## src/rtl/rng_pkg.sv

```systemverilog
package rng_pkg;
  localparam int ADDR_W = 12;
  localparam logic [ADDR_W-1:0] OFF_CTRL  = 12'h000;
  localparam logic [ADDR_W-1:0] OFF_VALUE = 12'h050;
  localparam logic [ADDR_W-1:0] OFF_STAT  = 12'h054;

  localparam logic [31:0] MIX_POLY = 32'h8020_0003;
  localparam logic [31:0] MIX_SEED = 32'h0000_0001;
  localparam logic [15:0] TST_POLY = 16'hB400;
  localparam logic [15:0] TST_SEED = 16'hACE1;

  typedef enum logic [1:0] {
    PP_RAW  = 2'd0,
    PP_MIX  = 2'd1,
    PP_VN   = 2'd2,
    PP_BOTH = 2'd3
  } pp_sel_e;

  // one step of a right-shifting Galois register
  function automatic logic [31:0] galois_step(input logic [31:0] s,
                                              input logic fb,
                                              input logic [31:0] poly);
    return (s >> 1) ^ (fb ? poly : 32'h0);
  endfunction

  // pair corrector: {emit, bit}
  function automatic logic [1:0] vn_pair(input logic first, input logic second);
    return {first ^ second, first};
  endfunction
endpackage

```

## src/rtl/rng_test_src.sv

```systemverilog
module rng_test_src #(
  parameter int          W    = 16,
  parameter logic [W-1:0] POLY = rng_pkg::TST_POLY,
  parameter logic [W-1:0] SEED = rng_pkg::TST_SEED
) (
  input  logic clk,
  input  logic rst_n,
  output logic bit_o
);
  logic [W-1:0] st_q;

  always_ff @(posedge clk) begin
    if (!rst_n) st_q <= SEED;
    else st_q <= W'(rng_pkg::galois_step(32'(st_q), st_q[0], 32'(POLY)));
  end

  assign bit_o = st_q[0];


  tsrc_nonzero_chk: assert property (@(posedge clk) disable iff (!rst_n) st_q != '0);
endmodule

```

## src/rtl/rng_mixer.sv

```systemverilog
module rng_mixer #(
  parameter int           W    = 32,
  parameter logic [W-1:0] POLY = rng_pkg::MIX_POLY,
  parameter logic [W-1:0] SEED = rng_pkg::MIX_SEED
) (
  input  logic clk,
  input  logic rst_n,
  input  logic step_i,
  input  logic bit_i,
  output logic bit_o
);
  logic [W-1:0] st_q;
  logic         fb_w;

  assign fb_w  = st_q[0] ^ bit_i;
  assign bit_o = fb_w;

  always_ff @(posedge clk) begin
    if (!rst_n) st_q <= SEED;
    else if (step_i) st_q <= W'(rng_pkg::galois_step(32'(st_q), fb_w, 32'(POLY)));
  end


  mix_hold_chk: assert property (@(posedge clk) disable iff (!rst_n) !step_i |=> $stable(st_q));
endmodule

```

## src/rtl/rng_whitener.sv

```systemverilog
module rng_whitener (
  input  logic clk,
  input  logic rst_n,
  input  logic flush_i,
  input  logic step_i,
  input  logic bit_i,
  output logic out_vld_o,
  output logic out_bit_o
);
  logic have_q, first_q;
  logic [1:0] pair_w;

  assign pair_w    = rng_pkg::vn_pair(first_q, bit_i);
  assign out_vld_o = step_i & have_q & pair_w[1];
  assign out_bit_o = pair_w[0];

  always_ff @(posedge clk) begin
    if (!rst_n || flush_i) begin
      have_q  <= 1'b0;
      first_q <= 1'b0;
    end else if (step_i) begin
      have_q  <= ~have_q;
      if (!have_q) first_q <= bit_i;
    end
  end


  wh_pair_done_chk: assert property (@(posedge clk) disable iff (!rst_n) out_vld_o |=> !have_q);

  wh_flush_chk: assert property (@(posedge clk) disable iff (!rst_n) flush_i |=> !have_q);
endmodule

```

## src/rtl/rng_word_asm.sv

```systemverilog
module rng_word_asm #(
  parameter int WORD_W = 32
) (
  input  logic              clk,
  input  logic              rst_n,
  input  logic              flush_i,
  input  logic              bit_vld_i,
  input  logic              bit_i,
  input  logic              rd_clr_i,
  output logic              valid_o,
  output logic [WORD_W-1:0] word_o
);
  localparam int CNT_W = $clog2(WORD_W);
  localparam logic [CNT_W-1:0] LAST = CNT_W'(WORD_W - 1);

  logic [WORD_W-2:0] sh_q;
  logic [CNT_W-1:0]  cnt_q;
  logic              valid_q;
  logic [WORD_W-1:0] word_q;
  logic              done_w;

  assign done_w = bit_vld_i && (cnt_q == LAST);

  always_ff @(posedge clk) begin
    if (!rst_n) begin
      sh_q <= '0; cnt_q <= '0; valid_q <= 1'b0; word_q <= '0;
    end else if (flush_i) begin
      cnt_q <= '0; valid_q <= 1'b0;
    end else begin
      if (rd_clr_i) valid_q <= 1'b0;
      if (done_w) begin
        word_q  <= {sh_q, bit_i};
        valid_q <= 1'b1;
        cnt_q   <= '0;
      end else if (bit_vld_i) begin
        sh_q  <= {sh_q[WORD_W-3:0], bit_i};
        cnt_q <= cnt_q + 1'b1;
      end
    end
  end

  assign valid_o = valid_q;
  assign word_o  = word_q;


  asm_complete_chk: assert property (@(posedge clk) disable iff (!rst_n) done_w && !flush_i |=> valid_q);

  asm_read_clear_chk: assert property (@(posedge clk) disable iff (!rst_n) rd_clr_i && !bit_vld_i |=> !valid_q);

  asm_word_hold_chk: assert property (@(posedge clk) disable iff (!rst_n) !done_w |=> $stable(word_q));

  asm_flush_chk: assert property (@(posedge clk) disable iff (!rst_n) flush_i |=> !valid_q && cnt_q == '0);
endmodule

```

## src/rtl/rng_source_ctrl.sv

```systemverilog
module rng_source_ctrl #(
  parameter int WORD_W = 32
) (
  input  logic        clk,
  input  logic        rst_n,
  input  logic        noise_bit,
  input  logic        cfg_we,
  input  logic [31:0] cfg_wdata,
  input  logic        rd_en,
  input  logic [11:0] rd_addr,
  output logic [31:0] rd_data
);
  import rng_pkg::*;

  pp_sel_e sel_q;
  logic    en_q, test_q;

  // named internal events
  logic sel_change_w, collect_w, rd_clr_w;
  logic src_bit_w, tst_bit_w, mix_bit_w, stage1_w;
  logic wh_vld_w, wh_bit_w, asm_vld_w, asm_bit_w;
  logic valid_w;
  logic [WORD_W-1:0] value_w;
  logic unused_cfg_bits;

  assign unused_cfg_bits = ^{cfg_wdata[31:12], cfg_wdata[7:0]};

  assign sel_change_w = cfg_we && (cfg_wdata[9:8] != sel_q);
  assign collect_w    = en_q && !valid_w && !sel_change_w;
  assign rd_clr_w     = rd_en && (rd_addr == OFF_VALUE) && valid_w;

  always_ff @(posedge clk) begin
    if (!rst_n) begin
      sel_q <= PP_RAW; en_q <= 1'b0; test_q <= 1'b0;
    end else if (cfg_we) begin
      sel_q  <= pp_sel_e'(cfg_wdata[9:8]);
      en_q   <= cfg_wdata[10];
      test_q <= cfg_wdata[11];
    end
  end

  rng_test_src u_tsrc (.clk(clk), .rst_n(rst_n), .bit_o(tst_bit_w));

  assign src_bit_w = test_q ? tst_bit_w : noise_bit;

  rng_mixer u_mix (
    .clk(clk), .rst_n(rst_n),
    .step_i(collect_w && sel_q[0]),
    .bit_i(src_bit_w), .bit_o(mix_bit_w)
  );

  assign stage1_w = sel_q[0] ? mix_bit_w : src_bit_w;

  rng_whitener u_wh (
    .clk(clk), .rst_n(rst_n), .flush_i(sel_change_w),
    .step_i(collect_w && sel_q[1]), .bit_i(stage1_w),
    .out_vld_o(wh_vld_w), .out_bit_o(wh_bit_w)
  );

  assign asm_vld_w = collect_w && (sel_q[1] ? wh_vld_w : 1'b1);
  assign asm_bit_w = sel_q[1] ? wh_bit_w : stage1_w;

  rng_word_asm #(.WORD_W(WORD_W)) u_asm (
    .clk(clk), .rst_n(rst_n), .flush_i(sel_change_w),
    .bit_vld_i(asm_vld_w), .bit_i(asm_bit_w), .rd_clr_i(rd_clr_w),
    .valid_o(valid_w), .word_o(value_w)
  );

  always_comb begin
    unique case (rd_addr)
      OFF_CTRL:  rd_data = {20'h0, test_q, en_q, sel_q, 8'h0};
      OFF_VALUE: rd_data = 32'(value_w);
      OFF_STAT:  rd_data = {31'h0, valid_w};
      default:   rd_data = 32'h0;
    endcase
  end


  noise_off_hold_chk: assert property (@(posedge clk) disable iff (!rst_n) !en_q |=> $stable(value_w));

  full_no_collect_chk: assert property (@(posedge clk) disable iff (!rst_n) valid_w && !rd_clr_w && !sel_change_w |=> valid_w && $stable(value_w));
endmodule

```

## config.mk

```make
export PLATFORM = sky130hd
export DESIGN_NAME = rng_source_ctrl
export DESIGN_NICKNAME = d
export VERILOG_FILES = /design/src/rtl/rng_pkg.sv /design/src/rtl/rng_test_src.sv /design/src/rtl/rng_mixer.sv /design/src/rtl/rng_whitener.sv /design/src/rtl/rng_word_asm.sv /design/src/rtl/rng_source_ctrl.sv
export SDC_FILE = /design/constraint.sdc
export NUM_CORES = 1
export LEC_CHECK = 0
export BUFFER_PORTS_ARGS = -buffer_cell sky130_fd_sc_hd__buf_2
export CAP_MARGIN = 10
export CORE_MARGIN = 2
export CORE_UTILIZATION = 40
export DETAILED_ROUTE_END_ITERATION = 12
export PLACE_DENSITY_LB_ADDON = 0.08
export SLEW_MARGIN = 10
export SYNTH_ARGS = -nofsm -noshare
export SYNTH_HDL_FRONTEND = slang
export SYNTH_SLANG_ARGS = --single-unit
```

## constraint.sdc

```tcl
create_clock -name clk -period 2.2 [get_ports clk]
set_input_delay 0.55 -clock clk [delete_from_list [all_inputs] [get_ports clk]]
set_output_delay 0.55 -clock clk [all_outputs]
set_load 0.005 [all_outputs]
```

==> results.py, run 1 <==
metrics = {
    "routing": {
        "drt-vias-per-instance": 4.871,
        "dr_total_vias": 3478,
        "drt_iter0_markers": 181,
        "drc": 0,
        "post_drt_wl_per_cell_um": 12.69,
        "wl_um": 9061,
        "first_pass_iters": 4,
        "ant_nets": 0,
    },
    "logic_synthesis": {
        "synthTopCellsByCount": "nand2_1 (133), dfxtp_1 (123), mux2i_1 (69)",
        "yosysTopAreaCellShare_pct": 50.88,
        "netlist_instances": 494,
        "synth_compound_area_share_pct": 8.480,
        "synth-simple-area-share_pct": 19.08,
        "async_flop_share_pct": 0,
        "avgSynthCellArea_um2": 9.797,
        "ys_ff_latch": 123,
        "yosysMostFrequentCell": "nand2_1",
        "synthAdderAreaFrac_pct": 0.5171,
        "synth-edff-count": 0,
        "synthFlopType": "dfxtp_1",
        "syn_nets": 545,
        "yosysTopAreaCell": "dfxtp_1",
        "synth_area_leaders": "dfxtp_1 (51%), mux2i_1 (14%), nand2_1 (10%), and2_1 (4.8%), a21boi_1 (4.5%)",
        "synth_seq_area_share_pct": 50.88,
        "muxShareOfSynthArea_pct": 14.74,
        "ys_types": 42,
        "yosys_warnings": 0,
        "syn_area_um2": 4840,
        "synth_top_family_by_area": "simple AND/OR/NAND/NOR gates",
        "synth_xor_area_share_pct": 2.482,
    },
    "power_and_ir_drop": {
        "power.density_nw_per_um2": 814.8,
        "worst_ir_drop_vdd_mv": 0.5677,
        "power_frac_comb_pct": 4.3,
        "p_clk_share_pct": 49.9,
        "p_int_mw": 3.962,
        "p_sw_uw": 997.7,
        "swShare_pct": 20.12,
        "power_leakage_nw": 2.535,
        "power_frac_seq_pct": 45.9,
    },
    "cells_and_area": {
        "antennaDiodeCount": 0,
        "area_growth_pct": 25.78,
        "finalNonFillerCells": 714,
        "fill_cells": 1107,
        "drive_above_1_share_pct": 20.99,
        "multi_input_area_um2": 2262,
        "nets": 607,
        "final-seq-area_um2": 2462,
        "final_core_util_pct": 51.10,
    },
    "setup_path": {
        "crit_path_end_kind": "output pin",
        "ff2ff_path_depth": 6,
        "path_max_fanout": 4,
        "start_kind": "input pin",
        "crit_type": "in -> out",
        "slowest_delay_ns": 0.26,
        "cp.required_ns": 1.65,
        "cp.buffers_inverters": 4,
        "critical_path_arrival_ns": 1.78,
        "cp.depth": 8,
        "crit_chain": "buf_6 > nor4_4 > nand3_2 > buf_6 > nor4_4 > buf_4 > a22o_1 > buf_2",
        "cp_top_family": "buffers and inverters",
        "cpMaxStageDelayCell": "nor4_4",
    },
    "place": {
        "port_buffers": 52,
        "hpwl_um": 6039,
        "gp_congestion": 0.7550,
        "dp_cells": 684,
    },
    "clock_network": {
        "clkSlewWorstSetupHoldPaths_ns": 0.05,
        "cts_root_buf": "clkbuf_16",
        "cts_tree": "built",
        "clockBufferDepth": 2,
        "numCtsBuffers": 17,
        "h-tree-depth": 4,
        "post_cts_buffers": 0,
        "clk_latency_ns": 0.40,
        "clock_sinks": 123,
    },
    "sta": {
        "fmax_mhz": 430.1,
        "rsz0062_at_grt": "yes",
        "slew_viol_final": 0,
        "worstMarginPinSlew_ns": 0.4024,
        "clock_skew_ns": 0.006493,
        "period_needed_ns": 2.325,
        "setup_viol": 31,
        "relSlewSlack_pct": 72.84,
        "fin_hold_ws_ns": 0.4030,
        "finalHoldViolCount": 0,
        "setup_ws_ns": -0.1252,
        "fin_setup_tns_ns": -1.432,
        "post-route-period-util_pct": 105.7,
    },
    "grt": {
        "grt_start_max_net_pins": 46,
        "grt_use_total_pct": 14.94,
        "antenna_found_initial": 0,
        "grt_pass1_wl_um": 15210,
        "first_global_vias": 3260,
        "grt-ovfl-total": 0,
    },
    "floorplanning": {
        "die_x_um": 114.0,
        "ios": 81,
        "core_area_um2": 11910,
        "fp-row-count": 40,
        "die_h_um": 114.0,
        "start_util_pct": 40.63,
        "dieArea_um2": 12990,
    },
    "hold_path": {
        "min_path_type": "reg -> reg",
        "hold_depth": 1,
    },
    "run_status": {
        "status": "finished with violations",
        "violations": "setup timing",
    },
    "run": {
        "cap_viol_max_count": 0,
    },
}
-- kinds of logic after synthesis --
logic type	Yosys count
flip-flops	123
adder cells (fa/ha/maj)	2
XOR/XNOR	12
multiplexers	70
AO/OA/AOI/OAI	52
AND/OR/NAND/NOR	201
buffers and inverters	34
-- path summary, 6_finish.rpt --
check	start	to	slack (ns)
hold / removal	u_tsrc.st_q[8]	u_tsrc.st_q[7]	0.40
setup reg to reg	u_asm.cnt_q[0]	u_asm.cnt_q[3]	0.13
hold reg to reg	u_tsrc.st_q[8]	u_tsrc.st_q[7]	0.40
setup / recovery	rd_addr[10]	rd_data[9]	-0.13
-- worst register-to-register path: stages (launching register included) --
cell	delay (ns)
dfxtp_1	0.35
ha_1	0.24
and3_1	0.19
ha_1	0.24
or3_2	0.57
buf_12	0.20
o41ai_2	0.18
-- power by group through the flow --
stage          sequential, mW  clock [mW]  combinational (mW)
6_report                 2.27        2.47               0.212
5_1_grt                  2.27        2.67               0.232
4_1_cts                  2.27        2.55               0.215
3_5_place_dp             2.32           0               0.206
3_3_place_gp             2.32           0               0.205
2_1_floorplan            2.31           0               0.140
-- cells in the final DEF, fill, tap and decap left out, drive strengths merged, types with 2 or more instances in the layout --
master | Yosys | final
dfxtp | 123 | 123
mux2i | 70 | 70
nand2b | 6 | 6
and3 | 2 | 2
and2 | 37 | 37
ha | 2 | 2
a21boi | 31 | 31
a21oi | 3 | 3
xor2 | 4 | 4
o21ai | 5 | 5
nor3 | 3 | 3
o311ai | 2 | 2
a22o | 4 | 4
nand3 | 4 | 4
xnor2 | 7 | 7
nor2 | 2 | 2
or4b | 2 | 2
buf | 9 | 76
nor2b | 5 | 5
nand2 | 133 | 133
o211a | 2 | 2
nor4 | 2 | 2
clkbuf | 24 | 29
-- area by class of cell --
type / count / area share [%]
sequential: 123 / 40.45
multi-input combinational: 337 / 37.16
timing repair buffer: 76 / 10.50
clock buffer: 29 / 8.715
tap: 147 / 3.022
clock inverter: 1 / 0.08222
inverter: 1 / 0.06166
-- routing by layer --
layer	track usage [%]	routed length, um	up-vias
met4	5.447	109	0
met2	23.81	4227	62
met5	0	0	-
met1	18.18	4308	1641
li1	-	-	1763
met3	6.111	415	12
-- sequential cells by signal (all words and copies together) (netlist names) --
register and cells:
u_mix.st_q 32, test_q 1, u_wh.have_q 1, u_asm.cnt_q 5, u_tsrc.st_q 16, en_q 1, u_asm.word_o 32, sel_q 2
u_asm.valid_o 1, u_wh.out_bit_o 1, u_asm.sh_q 31
-- what timing repair did --
action,CTS,global route
endpoints found under the setup margin,31,31
pin swaps,9,1
resized for setup,20,6
hold buffers,0,0
-- per-stage QoR --
stage	power, mW	instance area [um2]	worst slack, ns
4_1_cts	5.037	6061	-0.1321
5_1_grt	5.173	6087	-0.1917
3_5_place_dp	2.524	5421	-0.2677
6_report	4.959	6087	-0.1252
2_1_floorplan	2.455	4845	0.01995
3_3_place_gp	2.523	5421	-0.2926
Note: power is estimated with default switching activity, not from simulation.
==> run 2, diff against run 1 <==
Clock period 2.2 ns to 2.4 ns, I/O delays scaled along.
==> results.py, run 2 (synthesis gave the netlist of run 1 again) <==
metrics = {
    "run_status": {
        "status": "finished with violations",
        "violations": "setup timing",
    },
    "clock_network": {
        "cts_tree": "built",
        "numCtsBuffers": 17,
        "clkSlewWorstSetupHoldPaths_ns": 0.05,
        "h-tree-depth": 4,
        "clockBufferDepth": 2,
        "cts_hold_buf": 0,
        "cts_root_buf": "clkbuf_16",
        "clock_sinks": 123,
        "clk_latency_ns": 0.41,
    },
    "setup_path": {
        "cpMaxStageDelayCell": "nor4_4",
        "start_kind": "input pin",
        "slowest_delay_ns": 0.27,
        "r2r_slack_ns": 0.31,
        "crit_chain": "buf_6 > nor4_4 > nand3_2 > nor3_4 > buf_4 > a22o_1 > buf_2",
        "worstReg2RegStart": "u_asm.cnt_q[0]",
        "cp.buffers_inverters": 3,
        "path_max_fanout": 5,
        "cp.required_ns": 1.80,
        "cp_top_family": "simple AND/OR/NAND/NOR gates",
        "critical_path_arrival_ns": 1.83,
        "crit_type": "in -> out",
        "crit_path_end_kind": "output pin",
        "ff2ff_path_depth": 6,
        "rr_endpoint": "u_asm.cnt_q[3]",
    },
    "routing": {
        "dr_total_vias": 3452,
        "wl_met3_um": 398,
        "wl_um": 9134,
        "post_drt_wl_per_cell_um": 12.83,
        "ant_nets": 0,
        "met2_length_um": 4059,
        "m1WireLength_um": 4472,
        "first_pass_iters": 4,
        "top_layer_used": "met4",
        "drt_iter0_markers": 183,
        "drt-vias-per-instance": 4.848,
        "drc": 0,
    },
    "grt": {
        "grt_start_max_net_pins": 64,
        "grt-ovfl-total": 0,
        "antenna_found_initial": 0,
        "grt_pass1_wl_um": 15060,
        "first_global_vias": 3201,
        "grt_use_total_pct": 14.84,
    },
    "place": {
        "port_buffers": 52,
        "gp_congestion": 0.6999,
        "post_dp_cell_area_um2": 5286,
        "hpwl_um": 5648,
    },
    "sta": {
        "slew_viol_final": 0,
        "setup_viol": 4,
        "setup_ws_ns": -0.02744,
        "fmax_mhz": 412.0,
        "post-route-period-util_pct": 101.1,
        "clock_skew_ns": 0.004281,
        "rsz0062_at_grt": "yes",
        "worstMarginPinSlew_ns": 0.4118,
        "finalHoldViolCount": 0,
        "period_needed_ns": 2.427,
        "relSlewSlack_pct": 72.35,
    },
    "floorplanning": {
        "core_area_um2": 11910,
        "ios": 81,
        "fp-row-count": 40,
        "die_x_um": 114.0,
        "start_util_pct": 40.63,
        "die_h_um": 114.0,
        "dieArea_um2": 12990,
    },
    "hold_path": {
        "holdPathEnd": "u_tsrc.st_q[0]",
        "hold_depth": 1,
        "hold_start": "u_tsrc.st_q[1]",
        "min_path_type": "reg -> reg",
    },
    "cells_and_area": {
        "drive_above_1_share_pct": 20.88,
        "most-common-layout-cells": "nand2_1 (133), dfxtp_1 (123), mux2i_1 (69)",
        "area_growth_pct": 23.53,
        "final_common_cell": "nand2_1",
        "nets": 603,
        "antennaDiodeCount": 0,
        "final_core_util_pct": 50.19,
        "final_design_area_no_fill_um2": 5978,
    },
    "run": {
        "cap_viol_max_count": 0,
    },
    "power_and_ir_drop": {
        "power_mw": 4.723,
        "power.density_nw_per_um2": 790.0,
        "worst_ir_drop_vdd_mv": 0.4870,
        "power_leakage_nw": 2.499,
    },
}
==> run 2: cell count changes in the layout (fill, tap and decap cells not counted), sizes merged <==
| cell | before | now |
|---|---|---|
| inv | 1 | 2 |
| clkinv | 1 | 6 |
| bufinv | 0 | 2 |
| clkinvlp | 0 | 3 |
| buf | 76 | 72 |
| clkbuf | 29 | 20 |
==> run 2: repair_timing <==
action / in CTS / in global routing
endpoints found under the setup margin: 31 / 32
resized for setup: 9 / 6
setup buffers: 2 / 2
pin swaps: 4 / 2
==> run 2: layout make-up <==
type	count	area [um2]
inverter	1	3.754
tap	147	183.9
fill	1142	5933
sequential	123	2462
clock buffer	20	456.7
clock inverter	12	121.4
timing repair buffer	72	493.0
multi-input combinational	337	2257
==> run 2: worst max path at each step <==
stage	from	to	slack, ns	cells after the start
floorplan	rd_addr[10]	rd_data[10]	0.04	5
global placement	rd_addr[10]	rd_data[31]	-0.09	7
detailed placement	rd_addr[10]	rd_data[9]	-0.1	7
CTS	rd_addr[7]	rd_data[9]	-0.03	7
global route	rd_addr[7]	rd_data[9]	-0.13	7
finish	rd_addr[7]	rd_data[9]	-0.03	7
==> run 2: per-stage QoR <==
step | cells | setup slack (ns) | hold WS [ns] | setup TNS, ns
after floorplan | 494 | 0.03618 | 0.3863 | 0
after global placement | 676 | -0.09042 | 0.3947 | -1.511
after detailed placement | 676 | -0.09512 | 0.3948 | -1.460
after CTS | 710 | -0.02757 | 0.4142 | -0.07562
after global routing | 712 | -0.1285 | 0.4288 | -2.577
final | 712 | -0.02744 | 0.4085 | -0.1001
==> run 2: power breakdown <==
group,switching (mW),total [mW],leakage (nW),internal (mW)
Clock,0.880,2.45,0.282,1.57
Sequential,0.0154,2.08,0.996,2.07
Combinational,0.102,0.189,1.22,0.0867
Total,0.997,4.72,2.50,3.73
==> run 2: routing by layer <==
layer / vias to the layer above / GRT usage (%)
li1: 1762 / -
met1: 1605 / 18.83
met2: 68 / 22.70
met3: 17 / 4.623
met4: 0 / 7.805
met5: - / 0
==> run 2: worst reg2reg max path: cells and delay by family, from the launching register on <==
kind	cells	cell delay (ns)
AO/OA/AOI/OAI	1	0.21
AND/OR/NAND/NOR	2	0.72
flip-flops	1	0.35
buffers and inverters	1	0.21
adder cells (fa/ha/maj)	2	0.50
==> run 3, diff against run 2 <==
Settings changed: GPL_TIMING_DRIVEN from default to 0.
==> results.py, run 3 (synthesis gave the netlist of run 1 again) <==
metrics = {
    "grt": {
        "grt_use_total_pct": 17.06,
        "grt.met2_usage_pct": 26.43,
        "grt_pass1_wl_um": 16860,
        "grt_use_met1_pct": 21.69,
        "grt_use_met3_pct": 5.048,
        "grt-ovfl-total": 0,
        "grt_start_max_net_pins": 17,
        "grt.busiest_layer": "met2",
        "antenna_found_initial": 0,
        "first_global_vias": 3336,
    },
    "floorplanning": {
        "ios": 81,
        "dieArea_um2": 12990,
        "start_util_pct": 40.63,
        "die_h_um": 114.0,
        "fp-row-count": 40,
        "die_x_um": 114.0,
        "core_area_um2": 11910,
    },
    "place": {
        "post_dp_cell_area_um2": 5274,
        "gp_congestion": 0.6946,
        "post-place-ws_ns": -0.7304,
        "hpwl_um": 6904,
        "port_buffers": 50,
    },
    "routing": {
        "wl_um": 10150,
        "dr_total_vias": 3528,
        "first_pass_iters": 4,
        "drt-vias-per-instance": 4.833,
        "drt_iter0_markers": 192,
        "post_drt_wl_per_cell_um": 13.91,
        "drc": 0,
        "ant_nets": 0,
    },
    "cells_and_area": {
        "antennaDiodeCount": 0,
        "nets": 621,
        "final_common_cell": "nand2_1",
        "final_design_area_no_fill_um2": 6096,
        "most-common-layout-cells": "nand2_1 (133), dfxtp_1 (122), mux2i_1 (69)",
        "area_growth_pct": 25.96,
        "drive_above_1_share_pct": 19.90,
    },
    "clock_network": {
        "clock_sinks": 123,
        "clk_latency_ns": 0.41,
        "clkSlewWorstSetupHoldPaths_ns": 0.05,
        "numCtsBuffers": 17,
        "h-tree-depth": 4,
        "cts_tree": "built",
        "clockBufferDepth": 2,
        "cts_root_buf": "clkbuf_16",
    },
    "setup_path": {
        "crit_path_end_kind": "output pin",
        "rr_endpoint": "u_asm.sh_q[5]",
        "worstReg2RegStart": "test_q",
        "ff2ff_path_depth": 7,
        "cp.required_ns": 1.80,
        "start_kind": "input pin",
        "crit_type": "in -> out",
        "r2r_slack_ns": 0.20,
        "path_max_fanout": 7,
        "critical_path_arrival_ns": 1.99,
    },
    "hold_path": {
        "hold_start": "u_tsrc.st_q[6]",
        "hold_depth": 1,
        "holdPathEnd": "u_tsrc.st_q[5]",
        "min_path_type": "reg -> reg",
    },
    "sta": {
        "slew_viol_final": 0,
        "fmax_mhz": 385.5,
        "rsz0062_at_grt": "yes",
        "period_needed_ns": 2.594,
        "setup_ws_ns": -0.1937,
        "fin_hold_ws_ns": 0.4094,
        "clock_skew_ns": 0.004933,
        "post-route-period-util_pct": 108.1,
        "fin_setup_tns_ns": -4.790,
        "worstMarginPinSlew_ns": 0.5268,
        "finalHoldViolCount": 0,
        "relSlewSlack_pct": 64.88,
        "setup_viol": 31,
    },
    "run_status": {
        "status": "finished with violations",
        "violations": "setup timing",
    },
    "power_and_ir_drop": {
        "power_leakage_nw": 2.535,
        "worst_ir_drop_vdd_mv": 0.4076,
        "power.density_nw_per_um2": 792.3,
        "power_mw": 4.830,
    },
    "run": {
        "cap_viol_max_count": 0,
    },
}
-- run 3: area by class of cell --
class,instances,area [um2]
buffer,33,215.2
clock buffer,26,519.2
clock inverter,6,82.58
fill,1121,5816
inverter,1,3.754
multi-input combinational,337,2258
sequential,123,2464
tap,147,183.9
timing repair buffer,57,369.1
-- run 3: worst max-delay path by stage --
stage,start,endpoint,slack [ns],depth (start not counted)
floorplan,rd_addr[10],rd_data[10],0.04,5
global placement,rd_addr[10],rd_data[1],-0.67,7
detailed placement,rd_addr[10],rd_data[1],-0.73,7
CTS,rd_addr[7],rd_data[10],-0.13,9
global route,rd_addr[3],rd_data[9],-0.32,9
finish,rd_addr[3],rd_data[10],-0.19,9
-- run 3: layer usage --
metal / share of wire (%) / vias up
met4: 2.1 / 0
met2: 47 / 84
met5: 0 / -
met1: 47 / 1627
li1: - / 1802
met3: 4.4 / 15
-- run 3: worst max-delay path, cell delays in order --
cell and delay (ns):
buf_6 0.10, nor4_4 0.28, nand3_2 0.12, buf_6 0.14, nor3_4 0.19, buf_12 0.16
buf_8 0.11, a22o_1 0.17, buf_2 0.13
-- run 3: report_power, final --
group / total (mW) / leakage (nW) / internal (mW) / switching [mW]
Combinational: 0.187 / 1.24 / 0.0800 / 0.107
Sequential: 2.08 / 0.996 / 2.07 / 0.0147
Clock: 2.56 / 0.296 / 1.69 / 0.871
-- run 3: repair_timing --
action / 4_1_cts / 5_1_grt
hold buffers: 0 / 0
resized for setup: 16 / 22
setup endpoints to repair: 31 / 45
buffers inserted: 5 / 0
cloned: 2 / 0
pin swaps: 7 / 12
-- run 3: stage by stage --
stage                     util, %  instances
after floorplan                 -        494
after global placement      44.28        691
after detailed placement    44.28        691
after CTS                   50.48        730
after global routing        51.18        730
final                       51.18        730
